==> src/rtl/issue_interlock_pkg.sv <==
package issue_interlock_pkg;
   typedef enum logic [1:0] {
      PIPE_ARITH = 2'd0,
      PIPE_MEM   = 2'd1,
      PIPE_FLOAT = 2'd2,
      PIPE_NONE  = 2'd3
   } pipe_code_e;

   localparam int unsigned STAGED_PIPES = 2;
endpackage

==> src/rtl/pipe_occupancy.sv <==
// Occupancy bits of one two-stage pipe.
module pipe_occupancy (
   input  logic clk,
   input  logic rst,
   input  logic take,        // new instruction enters stage 1
   input  logic move,        // stage 1 moves to stage 2
   input  logic s2_blocked,  // stage-2 occupant cannot retire
   output logic s1_valid,
   output logic s2_valid,
   output logic stall
);
   logic s1_q, s2_q;

   assign s1_valid = s1_q;
   assign s2_valid = s2_q;
   assign stall    = s2_q & s2_blocked;

   always_ff @(posedge clk) begin
      if (rst) begin
         s1_q <= 1'b0;
         s2_q <= 1'b0;
      end else begin
         s1_q <= take | (s1_q & ~move);
         s2_q <= move | (s2_q & s2_blocked);
      end
   end

   // A stalled stage-2 slot must never receive a new occupant.
   assert_no_overwrite_R5: assert property (@(posedge clk) disable iff (rst)
      (s2_q && s2_blocked) |-> !move);
   assert_stall_kept_R5: assert property (@(posedge clk) disable iff (rst)
      (s2_q && s2_blocked) |=> s2_q);
   assert_retire_R6: assert property (@(posedge clk) disable iff (rst)
      (s2_q && !s2_blocked && !move) |=> !s2_q);
   assert_take_room_R7: assert property (@(posedge clk) disable iff (rst)
      take |-> (!s1_q || move));
   assert_move_needs_s1_R2: assert property (@(posedge clk) disable iff (rst)
      move |-> s1_q);
endmodule

==> src/rtl/float_latency.sv <==
// Tracks the single in-flight floating-point instruction.
module float_latency #(
   parameter int unsigned LAT = 4
) (
   input  logic clk,
   input  logic rst,
   input  logic start,
   output logic busy,
   output logic done
);
   localparam int unsigned CNT_W = $clog2(LAT + 1);

   logic [CNT_W-1:0] left_q;

   generate
      if (LAT < 1) begin : g_bad_lat
         $error("float_latency: LAT must be at least 1");
      end
   endgenerate

   assign busy = (left_q != '0);
   assign done = (left_q == CNT_W'(1));

   always_ff @(posedge clk) begin
      if (rst)
         left_q <= '0;
      else if (start)
         left_q <= CNT_W'(LAT);
      else if (busy)
         left_q <= left_q - CNT_W'(1);
   end

   assert_start_idle_R10: assert property (@(posedge clk) disable iff (rst)
      start |-> !busy);
   assert_done_ends_R10: assert property (@(posedge clk) disable iff (rst)
      done |=> !busy);
   assert_start_busy_R10: assert property (@(posedge clk) disable iff (rst)
      start |=> busy);
endmodule

==> src/rtl/issue_interlock.sv <==
module issue_interlock #(
   parameter int unsigned FPU_LAT = 4
) (
   input  logic       clk,
   input  logic       rst,
   input  logic       in_valid,
   input  logic [1:0] in_unit,
   input  logic [1:0] s2_blocked,
   output logic [2:0] accept,
   output logic [1:0] advance,
   output logic [1:0] hold,
   output logic [1:0] s1_valid,
   output logic [1:0] s2_valid,
   output logic       fpu_busy,
   output logic       fpu_done
);
   import issue_interlock_pkg::*;

   localparam int unsigned NP = STAGED_PIPES;

   generate
      if (NP != 2) begin : g_bad_np
         $error("issue_interlock: exactly two staged pipes are supported");
      end
   endgenerate

   pipe_code_e    code;
   logic [NP-1:0] stall;
   logic [NP-1:0] s1_free;
   logic          any_stall;
   logic          all_empty;

   assign code      = pipe_code_e'(in_unit);
   assign any_stall = |stall;
   assign all_empty = ~(|s1_valid) & ~(|s2_valid);

   generate
      for (genvar u = 0; u < NP; u++) begin : g_pipe
         // Cross-coupled gate: either pipe's stage-2 stall freezes stage 1.
         assign advance[u] = s1_valid[u] & ~any_stall;
         assign hold[u]    = s1_valid[u] & ~advance[u];
         assign s1_free[u] = ~s1_valid[u] | advance[u];
         assign accept[u]  = in_valid & (code == pipe_code_e'(u)) &
                             s1_free[u] & ~fpu_busy;

         pipe_occupancy u_occ (
            .clk        (clk),
            .rst        (rst),
            .take       (accept[u]),
            .move       (advance[u]),
            .s2_blocked (s2_blocked[u]),
            .s1_valid   (s1_valid[u]),
            .s2_valid   (s2_valid[u]),
            .stall      (stall[u])
         );
      end
   endgenerate

   assign accept[2] = in_valid & (code == PIPE_FLOAT) & all_empty & ~fpu_busy;

   float_latency #(.LAT(FPU_LAT)) u_float (
      .clk   (clk),
      .rst   (rst),
      .start (accept[2]),
      .busy  (fpu_busy),
      .done  (fpu_done)
   );

   assert_cross_hold_R4: assert property (@(posedge clk) disable iff (rst)
      (s2_valid[1] && s2_blocked[1] && s1_valid[0]) |-> (hold[0] && !advance[0]));
   assert_cross_hold_mem_R4: assert property (@(posedge clk) disable iff (rst)
      (s2_valid[0] && s2_blocked[0] && s1_valid[1]) |-> (hold[1] && !advance[1]));
   assert_one_accept_R8: assert property (@(posedge clk) disable iff (rst)
      $onehot0(accept));
   assert_float_excl_R10: assert property (@(posedge clk) disable iff (rst)
      fpu_busy |-> (accept == 3'b000));
   assert_float_quiet_R9: assert property (@(posedge clk) disable iff (rst)
      accept[2] |=> (s1_valid == 2'b00));
endmodule

==> config.mk <==
export PLATFORM = sky130hd
export DESIGN_NAME = issue_interlock
export DESIGN_NICKNAME = d
export VERILOG_FILES = /design/src/rtl/issue_interlock_pkg.sv /design/src/rtl/pipe_occupancy.sv /design/src/rtl/float_latency.sv /design/src/rtl/issue_interlock.sv
export SDC_FILE = /design/constraint.sdc
export NUM_CORES = 1
export LEC_CHECK = 0
export ABC_AREA = 1
export BUFFER_PORTS_ARGS = -buffer_cell sky130_fd_sc_hd__buf_2
export CORE_AREA = 2 2 39 41
export DETAILED_ROUTE_END_ITERATION = 10
export DIE_AREA = 0 0 41 43
export GPL_ROUTABILITY_DRIVEN = 0
export GPL_TIMING_DRIVEN = 0
export PLACE_DENSITY = 0.69
export SETUP_SLACK_MARGIN = 0.3
export SLEW_MARGIN = 20
export SYNTH_ARGS = -nofsm -noshare
export SYNTH_HDL_FRONTEND = slang
export SYNTH_HIERARCHICAL = 1
export SYNTH_SLANG_ARGS = --single-unit
==> constraint.sdc <==
create_clock -name clk -period 3.1 [get_ports clk]
set_input_delay 0.62 -clock clk [delete_from_list [all_inputs] [get_ports clk]]
set_output_delay 0.62 -clock clk [all_outputs]
set_load 0.02 [all_outputs]
==> results of run 1 <==
metrics by stage:
step           total power, uW  instance area [um^2]  utilization, %
2_1_floorplan              306                   452               -
3_3_place_gp               360                   567            41.0
3_5_place_dp               367                   567            41.0
4_1_cts                    453                   593            42.9
5_1_grt                    494                   593            42.9
6_report                   443                   593            42.9
tightest hold or removal path: cells and delay by family, from the launching register on:
family           cells  cell delay [ns]
AND/OR/NAND/NOR      1             0.08
flip-flops           1             0.34
AO/OA/AOI/OAI        1             0.04
area by class of cell:
cell class              instances  area, um^2
well taps                      16        20.0
repair buffers                 19        95.1
flip-flops and latches          7         140
inverters                      20        75.1
clock buffers                   4        26.3
multi-input cells              44         236
fillers                       154         791
metal layers:
layer | vias up | GRT usage (%)
li1 | 250 | -
met1 | 188 | 15.2
met2 | 17 | 19.4
met3 | 0 | 6.28
met4 | 0 | 10.0
met5 | - | 0
power breakdown:
part           switching [uW]  internal (uW)  leakage (uW)  total, uW
Combinational             150           81.3      0.000275        231
Clock                    31.6           49.0     0.0000150       80.6
Sequential               17.1            114     0.0000574        131
Total                     198            244      0.000348        443
synthesized netlist by cell type, drive strengths merged:
master	instances
nand2	12
dfxtp	7
inv	20
a21oi	4
nor2	23
o21ai	2
ha	3
how the worst max path moves through the flow:
stage / startpoint / endpoint / cells past startpoint
floorplan: s2_blocked[1] / advance[0] / 5
CTS: u_float/left_q[0]$_SDFFE_PP0P_ / accept[2] / 7
detailed placement: s2_blocked[1] / advance[1] / 7
finish: u_float/left_q[0]$_SDFFE_PP0P_ / accept[2] / 7
global placement: s2_blocked[1] / advance[0] / 7
global route: u_float/left_q[0]$_SDFFE_PP0P_ / accept[2] / 7
sequential cells by signal (all words and copies together), names as in the netlist:
signal and flops:
g_pipe.u_occ/s1_valid 2, g_pipe.u_occ/s2_valid 2, u_float/left_q 3
cell families after synthesis:
kind of cell / synth area share, %
fa+ha+maj: 8.31
simple gates: 35.7
compound gates: 8.31
flops: 31.0
buf+inv: 16.6
==> summary.txt, run 1 <==
Run status
  • Status: complete, no violations

Worst setup path
  • CP max stage cell: dfxtp_1
  • Critical Path AT: 1.51 ns
  • CP dominant cell by count: nor2_2
  • Critical R2R Capture: u_float/left_q[0]$_SDFFE_PP0P_
  • Critical Path Fanout Max: 5
  • Crit Path Category: reg -> out
  • Critical path buffers and inverters: 2
  • Crit Reg-Reg Startpoint: u_float/left_q[0]$_SDFFE_PP0P_
  • CP delay by family, top: simple AND/OR/NAND/NOR gates
  • Critical-path cell list: inv_1 -> ha_1 -> nand2_2 -> nor2_2 -> nand2_1 -> nor2_2 -> buf_2
  • Startpoint types: flop
  • CP Capture Type: primary output
  • Setup slack on the worst flop-to-flop path: 1.72 ns
  • CP peak stage delay: 0.32 ns
  • Reg2reg path depth: 9
  • CP required: 2.48 ns

Layout
  • Area grow syn2layout: 31.3%
  • Antenna cells: 0
  • Share of layout cells above drive strength 1: 39.4%
  • Nets: 105
  • Final Non-Filler Cells: 110
  • Commonest non-fill, non-tap cell in the layout: buf_2
  • Most frequent cells in the layout: buf_2 (19), inv_1 (17), nor2_1 (16)

Place
  • Post-place setup slack: 1.10 ns
  • Inst Count DP: about 110
  • DP HPWL: roughly 730 um
  • PortBufs: 19

Drt
  • Total Wirelength: a little under 900 um
  • Drt drc: 0
  • DR WL/cell: 8.03 um
  • Met1 Wirelength: between 300 and 400 um
  • Met2 wire len: about 430 um
  • Drt via density: 4.14
  • Detail Route Antenna Nets: 0
  • Metal3 WL: approximately 66 um
  • Top sig layer: met3
  • Vias post-DR: ~460
  • First-pass DRT Iterations: 5
  • Iter 0 DRT Violations: 5

Global route
  • Largest net degree at the start of global routing: 7
  • GRT overflow: 0
  • Initial antenna violation count: 0
  • Vias in the first global route: ~420
  • First-pass GRT wire length: 1560 um
  • Gr usage total: 13.7%

Hold path
  • Hold Path Origin: g_pipe[1].u_occ/s1_valid$_SDFF_PP0_
  • Hold crit path type: reg -> reg
  • Hold path cells: 2
  • WHS Endpoint: g_pipe[1].u_occ/s1_valid$_SDFF_PP0_

Timing
  • Max transition margin: 90.4%
  • Final worst path period need: 2.13 ns
  • Unrepaired setup endpoints after global routing: false
  • Clk_skew: 0.00235 ns
  • Fin Setup TNS: 0 ns
  • Endpoints failing setup: 0
  • Final period util: 68.6%
  • Max Transition Viols Final: 0
  • Endpoints failing hold: 0
  • Worst setup margin: 0.974 ns
  • Worst Tran Pin Value: 0.143 ns
  • Hold_ws: 0.493 ns
  • Maximum clock frequency: 470 MHz

Power
  • Peak supply drop: 0.249 mV
  • Static Leakage: 0.000348 uW
  • PwrDens: 746 nW/um^2

Floorplan
  • Site Rows: 14
  • Die Y: 43 um
  • IO Pins: 20
  • Die ar.: 1760 um^2
  • CORE AREA: around 1400 um^2
  • Die extent in x: a little over 40 um
  • Initial core utilization: 32.6%

Yosys
  • Area leader, netlist: dfxtp_1
  • Avg Inst Size Synth: 6.36 um^2
  • Synth top area cells: dfxtp_1 (31%), inv_1 (14%), nor2_1 (13%)
  • Syn nets: 81
  • Sequential area share after synthesis: between 30% and 40%
  • Number of distinct library cells after synthesis: 12
  • Post-Syn Area: between 400 and 500 um^2
  • Synth top area share: 31.0%
  • FF+latch count, synth: 7
  • Synthesized instance count: 71
  • Synthesis warning total: 6

Clock network
  • PostCTS Resize Cnt: 0
  • Inserted Clock Buffers: 3
  • CTS tree: yes
  • Post-CTS setup buffer count: 0
  • Hold Buf Count CTS: 0
  • Clock Latency Late Sink: 0.25 ns
  • Clock Path Buffers: 2
  • Root Buffer: clkbuf_4
  • Clk pin slew, worst setup/hold paths: around 0.05 ns
  • Clock sinks: 7
  • H-tree levels: 1

Flow run
  • Max cap viols: 0
(Power assumes the default switching activity.)
==> run 2, diff against run 1 <==
clock period = 2.1 ns   (was 3.1 ns; I/O delays follow)
==> run 2 against run 1 <==
Combinational power increased by 100%. Via count increased by 7.0%. Clock power increased by 48%. Final area increased by 18%. Worst hold slack got worse by 0.078 ns. Clock-buffer cell count unchanged. Power increased by 79%. Final cell count increased by 7.3%. Utilization increased by 7.5 points. Sequential share of layout area decreased by 3.2 points. Critical endpoint unchanged. Largest power group unchanged.
==> summary.txt, run 2 (same netlist as run 1, synthesis figures left out) <==
Timing
  • Max transition margin: 89.4% (-0.91 points)
  • Final worst path period need: 1.73 ns
  • Clk_skew: 0.00268 ns (+0.000332 ns)
  • Endpoints failing hold: 0 (unchanged)
  • Final period util: 82.3%
  • Fin Setup TNS: 0 ns (unchanged)
  • Max Transition Viols Final: 0 (unchanged)
  • Endpoints failing setup: 0 (unchanged)
  • Hold_ws: 0.415 ns (-0.0778 ns)
  • Maximum clock frequency: roughly 580 MHz
  • Unrepaired setup endpoints after global routing: true
  • Worst setup margin: 0.372 ns (-0.603 ns)
  • Worst Tran Pin Value: 0.158 ns (+0.0146 ns)

Hold path
  • Hold crit path type: in -> reg

Drt
  • Total Wirelength: 1030 um (+16%)
  • First-pass DRT Iterations: 3 (-2)
  • Detail Route Antenna Nets: 0 (unchanged)
  • Vias post-DR: 487 (+7.0%)
  • Iter 0 DRT Violations: 6 (+1)
  • Drt drc: 0 (unchanged)
  • Drt via density: 4.13 (-0.22%)
  • DR WL/cell: 8.71 um (+8.5%)

Worst setup path
  • CP Capture Type: primary output
  • Crit Path Category: reg -> out
  • Startpoint types: flop
  • Critical Path Fanout Max: 5 (unchanged)
  • Critical Path AT: 1.31 ns (-0.20 ns)
  • Setup slack on the worst flop-to-flop path: 0.67 ns (-1.05 ns)
  • CP required: 1.68 ns (-0.80 ns)

Layout
  • Largest register FFs: 3 (unchanged)
  • Most frequent cells in the layout: nor2_1 (16), buf_2 (16), inv_1 (15)
  • Antenna cells: 0 (unchanged)
  • Register bank with the most flops: u_float/left_q
  • Area grow syn2layout: 54.3%
  • Share of layout cells above drive strength 1: 49.0% (+9.7 points)
  • Nets: 113 (+7.6%)
  • Final Non-Filler Cells: 118 (+7.3%)

Floorplan
  • Die Y: 43 um (unchanged)
  • CORE AREA: 1380 um^2 (unchanged)
  • Die extent in x: 41 um (unchanged)
  • IO Pins: 20 (unchanged)
  • Initial core utilization: 32.6% (unchanged)
  • Site Rows: 14 (unchanged)
  • Die ar.: 1760 um^2 (unchanged)

Place
  • Inst Count DP: 106 (unchanged)
  • PortBufs: 19 (unchanged)
  • Post-place setup slack: 0.428 ns (-0.677 ns)
  • DP HPWL: 731 um (unchanged)

Clock network
  • Clock sinks: 7 (unchanged)
  • Clock Latency Late Sink: 0.25 ns (about the same)
  • CTS tree: yes
  • Hold Buf Count CTS: 0 (unchanged)
  • Root Buffer: clkbuf_4
  • Clk pin slew, worst setup/hold paths: 0.05 ns (about the same)
  • Clock Path Buffers: 2 (unchanged)
  • Inserted Clock Buffers: 3 (unchanged)
  • H-tree levels: 1 (unchanged)

Global route
  • GRT overflow: 0 (unchanged)
  • First-pass GRT wire length: 1740 um (+11%)
  • Largest net degree at the start of global routing: 7 (unchanged)
  • Initial antenna violation count: 0 (unchanged)
  • Grt met3 use: 6.28% (unchanged)
  • Vias in the first global route: 443 (+6.0%)
  • Most Crowded Layer GR: met2
  • Gr usage total: 15.2% (+1.5 points)
  • M2 GR Usage: 23.4% (+4.1 points)
  • Grt met1 use: 15.9% (+0.70 points)

Power
  • Peak supply drop: 0.420 mV (+68%)
  • PwrDens: 1140 nW/um^2 (+53%)
  • Static Leakage: 0.000392 uW (+13%)
  • Total power: 794 uW (+79%)

Run status
  • Status: complete, no violations

Flow run
  • Max cap viols: 0 (unchanged)
run 2: cell count changes in the layout (fill, tap and decap cells not counted), sizes merged:
cell	delta
buf	+8
run 2: what timing repair did:
item | 4_1_cts | 5_1_grt
endpoints found under the setup margin | 3 | 3
setup buffers | 2 | 6
resized for setup | 9 | 5
pin swaps | 1 | 3
run 2: cell type report:
type | instances | area (um^2)
clock buffer | 4 | 26.3
fill | 148 | 687
tap | 16 | 20.0
inverter | 20 | 75.1
sequential | 7 | 143
timing repair buffer | 27 | 174
multi-input combinational | 44 | 259
run 2: worst paths after layout:
path,start,cells after the start,end
setup / recovery,u_float/left_q[0]$_SDFFE_PP0P_,7,accept[2]
hold / removal,rst,2,g_pipe[1].u_occ/s1_valid$_SDFF_PP0_
setup reg to reg,u_float/left_q[0]$_SDFFE_PP0P_,11,u_float/left_q[0]$_SDFFE_PP0P_
hold reg to reg,g_pipe[1].u_occ/s1_valid$_SDFF_PP0_,2,g_pipe[1].u_occ/s1_valid$_SDFF_PP0_
run 2: layer usage:
metal | wire length, um | up-vias | part of all wire, %
li1 | - | 266 | -
met3 | 64 | 0 | 6.2
met2 | 515 | 17 | 50
met4 | 0 | 0 | 0
met1 | 447 | 204 | 43
met5 | 0 | - | 0
run 2: critical path, stage by stage (launching register included):
cell and delay [ns]:
dfxtp_2 0.33, inv_2 0.08, ha_4 0.14, nand2_4 0.07, nor2_4 0.09, nand2_1 0.07
nor2_2 0.14, buf_6 0.14
run 2: metrics by stage:
step	util, %	cell area (um^2)
2_1_floorplan	-	452
3_3_place_gp	41.0	567
3_5_place_dp	41.0	567
4_1_cts	46.1	638
5_1_grt	50.4	697
6_report	50.4	697
run 2: where the power goes:
group / leakage, uW / switching (uW) / internal [uW] / total (uW)
Combinational: 0.000319 / 263 / 211 / 473
Clock: 0.0000150 / 47.1 / 72.4 / 119
Sequential: 0.0000579 / 29.3 / 172 / 201
==> run 3, diff against run 2 <==
PLACE_DENSITY = 0.71   (was 0.69)
clock period = 1.5 ns   (was 2.1 ns; I/O delays follow)
==> run 3 against run 2 <==
The run now ends with negative setup slack left. Clock skew rose by 0.0031 ns. Clock-buffer cell count decreased by 1. Sequential power increased by 40%. Largest cell class unchanged.
==> summary.txt, run 3 (same netlist as run 1, synthesis figures left out) <==
Clock network
  • Root Buffer: clkbuf_4
  • H-tree levels: 1 (unchanged)
  • Inserted Clock Buffers: 3 (unchanged)
  • Clk pin slew, worst setup/hold paths: 0.06 ns (about the same)
  • Clock Path Buffers: 2 (unchanged)
  • Hold Buf Count CTS: 0 (unchanged)
  • Clock sinks: 7 (unchanged)
  • Clock Latency Late Sink: 0.26 ns (about the same)
  • CTS tree: yes

Place
  • Post-DP Area: 654 um^2 (+15%)
  • PortBufs: 19 (unchanged)
  • Post-place setup slack: 0.107 ns (-0.321 ns)
  • DP HPWL: 768 um (+5.1%)

Drt
  • First-pass DRT Iterations: 4 (+1)
  • Drt via density: 4.26 (+3.3%)
  • Vias post-DR: 520 (+6.8%)
  • Total Wirelength: 1080 um (+4.9%)
  • Iter 0 DRT Violations: 9 (+3)
  • Detail Route Antenna Nets: 0 (unchanged)
  • Drt drc: 0 (unchanged)
  • DR WL/cell: 8.84 um (+1.4%)

Layout
  • Area grow syn2layout: 88.1%
  • Design area: 850 um^2 (+22%)
  • Nets: 117 (+3.5%)
  • Commonest non-fill, non-tap cell in the layout: nor2_1
  • Most frequent cells in the layout: nor2_1 (14), inv_1 (12), buf_4 (12)
  • Antenna cells: 0 (unchanged)
  • Fillers: 114 (-23%)
  • Share of layout cells above drive strength 1: 66.0% (+17 points)
  • Register bank with the most flops: u_float/left_q
  • Largest register FFs: 3 (unchanged)

Hold path
  • Hold Path Origin: rst
  • Hold crit path type: in -> reg
  • WHS Endpoint: g_pipe[0].u_occ/s1_valid$_SDFF_PP0_
  • Hold path cells: 2 (unchanged)

Worst setup path
  • CP max stage cell: dfxtp_2
  • CP peak stage delay: 0.33 ns (about the same)
  • Setup slack on the worst flop-to-flop path: 0.18 ns (-0.49 ns)
  • CP dominant cell by count: nor2_4
  • Startpoint types: flop
  • Crit path from: u_float/left_q[1]$_SDFFE_PP0P_
  • Reg2reg path depth: 10 (-1)
  • Crit Reg-Reg Startpoint: u_float/left_q[1]$_SDFFE_PP0P_
  • CP required: 1.20 ns (-0.48 ns)
  • CP delay by family, top: simple AND/OR/NAND/NOR gates
  • Critical-path cell list: inv_2 -> ha_4 -> nand2_8 -> nor2_4 -> nand2_2 -> nor2_4 -> buf_6
  • Crit Path Category: reg -> out
  • Critical Path Fanout Max: 3 (-2)
  • Critical path buffers and inverters: 2 (unchanged)
  • Critical Path AT: 1.30 ns (about the same)
  • CP Capture Type: primary output
  • Critical R2R Capture: u_float/left_q[0]$_SDFFE_PP0P_

Global route
  • First-pass GRT wire length: 1820 um (+4.8%)
  • Vias in the first global route: 480 (+8.4%)
  • Largest net degree at the start of global routing: 7 (unchanged)
  • Initial antenna violation count: 0 (unchanged)
  • Gr usage total: 15.1% (-0.085 points)
  • GRT overflow: 0 (unchanged)

Timing
  • Clk_skew: 0.00582 ns (+0.00314 ns)
  • Final period util: 107%
  • Worst setup margin: -0.0981 ns (-0.470 ns)
  • Max transition margin: 87.6% (-1.9 points)
  • Endpoints failing setup: 5 (+5)
  • Final worst path period need: roughly 1.6 ns
  • Maximum clock frequency: ~630 MHz
  • Endpoints failing hold: 0 (unchanged)
  • Max Transition Viols Final: 0 (unchanged)
  • Unrepaired setup endpoints after global routing: true
  • Worst Tran Pin Value: 0.186 ns (+0.0283 ns)

Floorplan
  • Site Rows: 14 (unchanged)
  • IO Pins: 20 (unchanged)
  • CORE AREA: 1380 um^2 (unchanged)
  • Die Y: 43 um (unchanged)
  • Die ar.: 1760 um^2 (unchanged)
  • Die extent in x: 41 um (unchanged)
  • Initial core utilization: 32.6% (unchanged)

Run status
  • Failing checks: negative setup slack
  • Status: complete, but fails checks

Power
  • Static Leakage: 0.000434 uW (+11%)
  • Peak supply drop: 1.09 mV (+160%)
  • PwrDens: 1590 nW/um^2 (+40%)

Flow run
  • Max cap viols: 0 (unchanged)
[run 3: cell types whose count changed in the layout (fill, tap and decap cells not counted), sizes merged]
cell and delta:
buf +4, clkbuf -1, clkinv +1
[run 3: worst reg2reg max path: stages, from the launching register on]
cell     delay [ns]
dfxtp_2        0.33
inv_2          0.07
ha_4           0.16
nand2_8        0.05
nor2_4         0.12
nand2_2        0.08
nor2_4         0.10
buf_4          0.12
nor2_1         0.04
o21ai_1        0.08
nor2_1         0.05
[run 3: timing repair]
action | in CTS | in global routing
pin swaps | 6 | 3
buffers inserted | 9 | 3
hold endpoints to repair | 0 | 0
gates resized for setup | 25 | 4
cloned | 0 | 0
setup endpoints to repair | 12 | 15
[run 3: stage by stage]
| stage | hold slack (ns) | std cells | total power [uW] | setup TNS [ns] | utilization (%) |
|---|---|---|---|---|---|
| global route | 0.286 | 122 | 1460 | -0.573 | 61.4 |
| global placement | 0.485 | 106 | 883 | 0 | 47.3 |
| CTS | 0.274 | 119 | 1280 | -0.362 | 58.7 |
| finish | 0.274 | 122 | 1350 | -0.301 | 61.4 |
| detailed placement | 0.492 | 106 | 899 | 0 | 47.3 |
| floorplan | 0.359 | 71 | 770 | 0 | - |
[run 3: worst max-delay path by stage]
stage	endpoint	cells past startpoint
2_1_floorplan	accept[2]	6
3_3_place_gp	accept[2]	7
3_5_place_dp	accept[2]	7
4_1_cts	accept[2]	7
5_1_grt	accept[1]	7
6_report	accept[1]	7
[run 3: cell type report]
type                    instances  area, um^2  area share, %
clock buffers                   3        22.5           2.65
clock inverters                 1        5.00          0.589
inverters                      20        75.1           8.84
multi-input cells              44         333           39.2
flip-flops and latches          7         153           18.0
well taps                      16        20.0           2.36
repair buffers                 31         241           28.4
[run 3: power breakdown]
part / internal, uW / leakage (uW) / switching [uW]
combinational: 446 / 0.000356 / 447
clock: 97.9 / 0.0000177 / 78.9
sequential: 242 / 0.0000604 / 40.3
total: 786 / 0.000434 / 567
[run 3: per-layer routing]
| metal | routed length, um | track usage (%) | vias up | share of wire [%] |
|---|---|---|---|---|
| li1 | - | - | 276 | - |
| met1 | 424 | 17.9 | 227 | 39 |
| met2 | 586 | 25.0 | 15 | 54 |
| met3 | 46 | 1.57 | 2 | 4.3 |
| met4 | 19 | 8.00 | 0 | 1.8 |
| met5 | 0 | 0 | - | 0 |
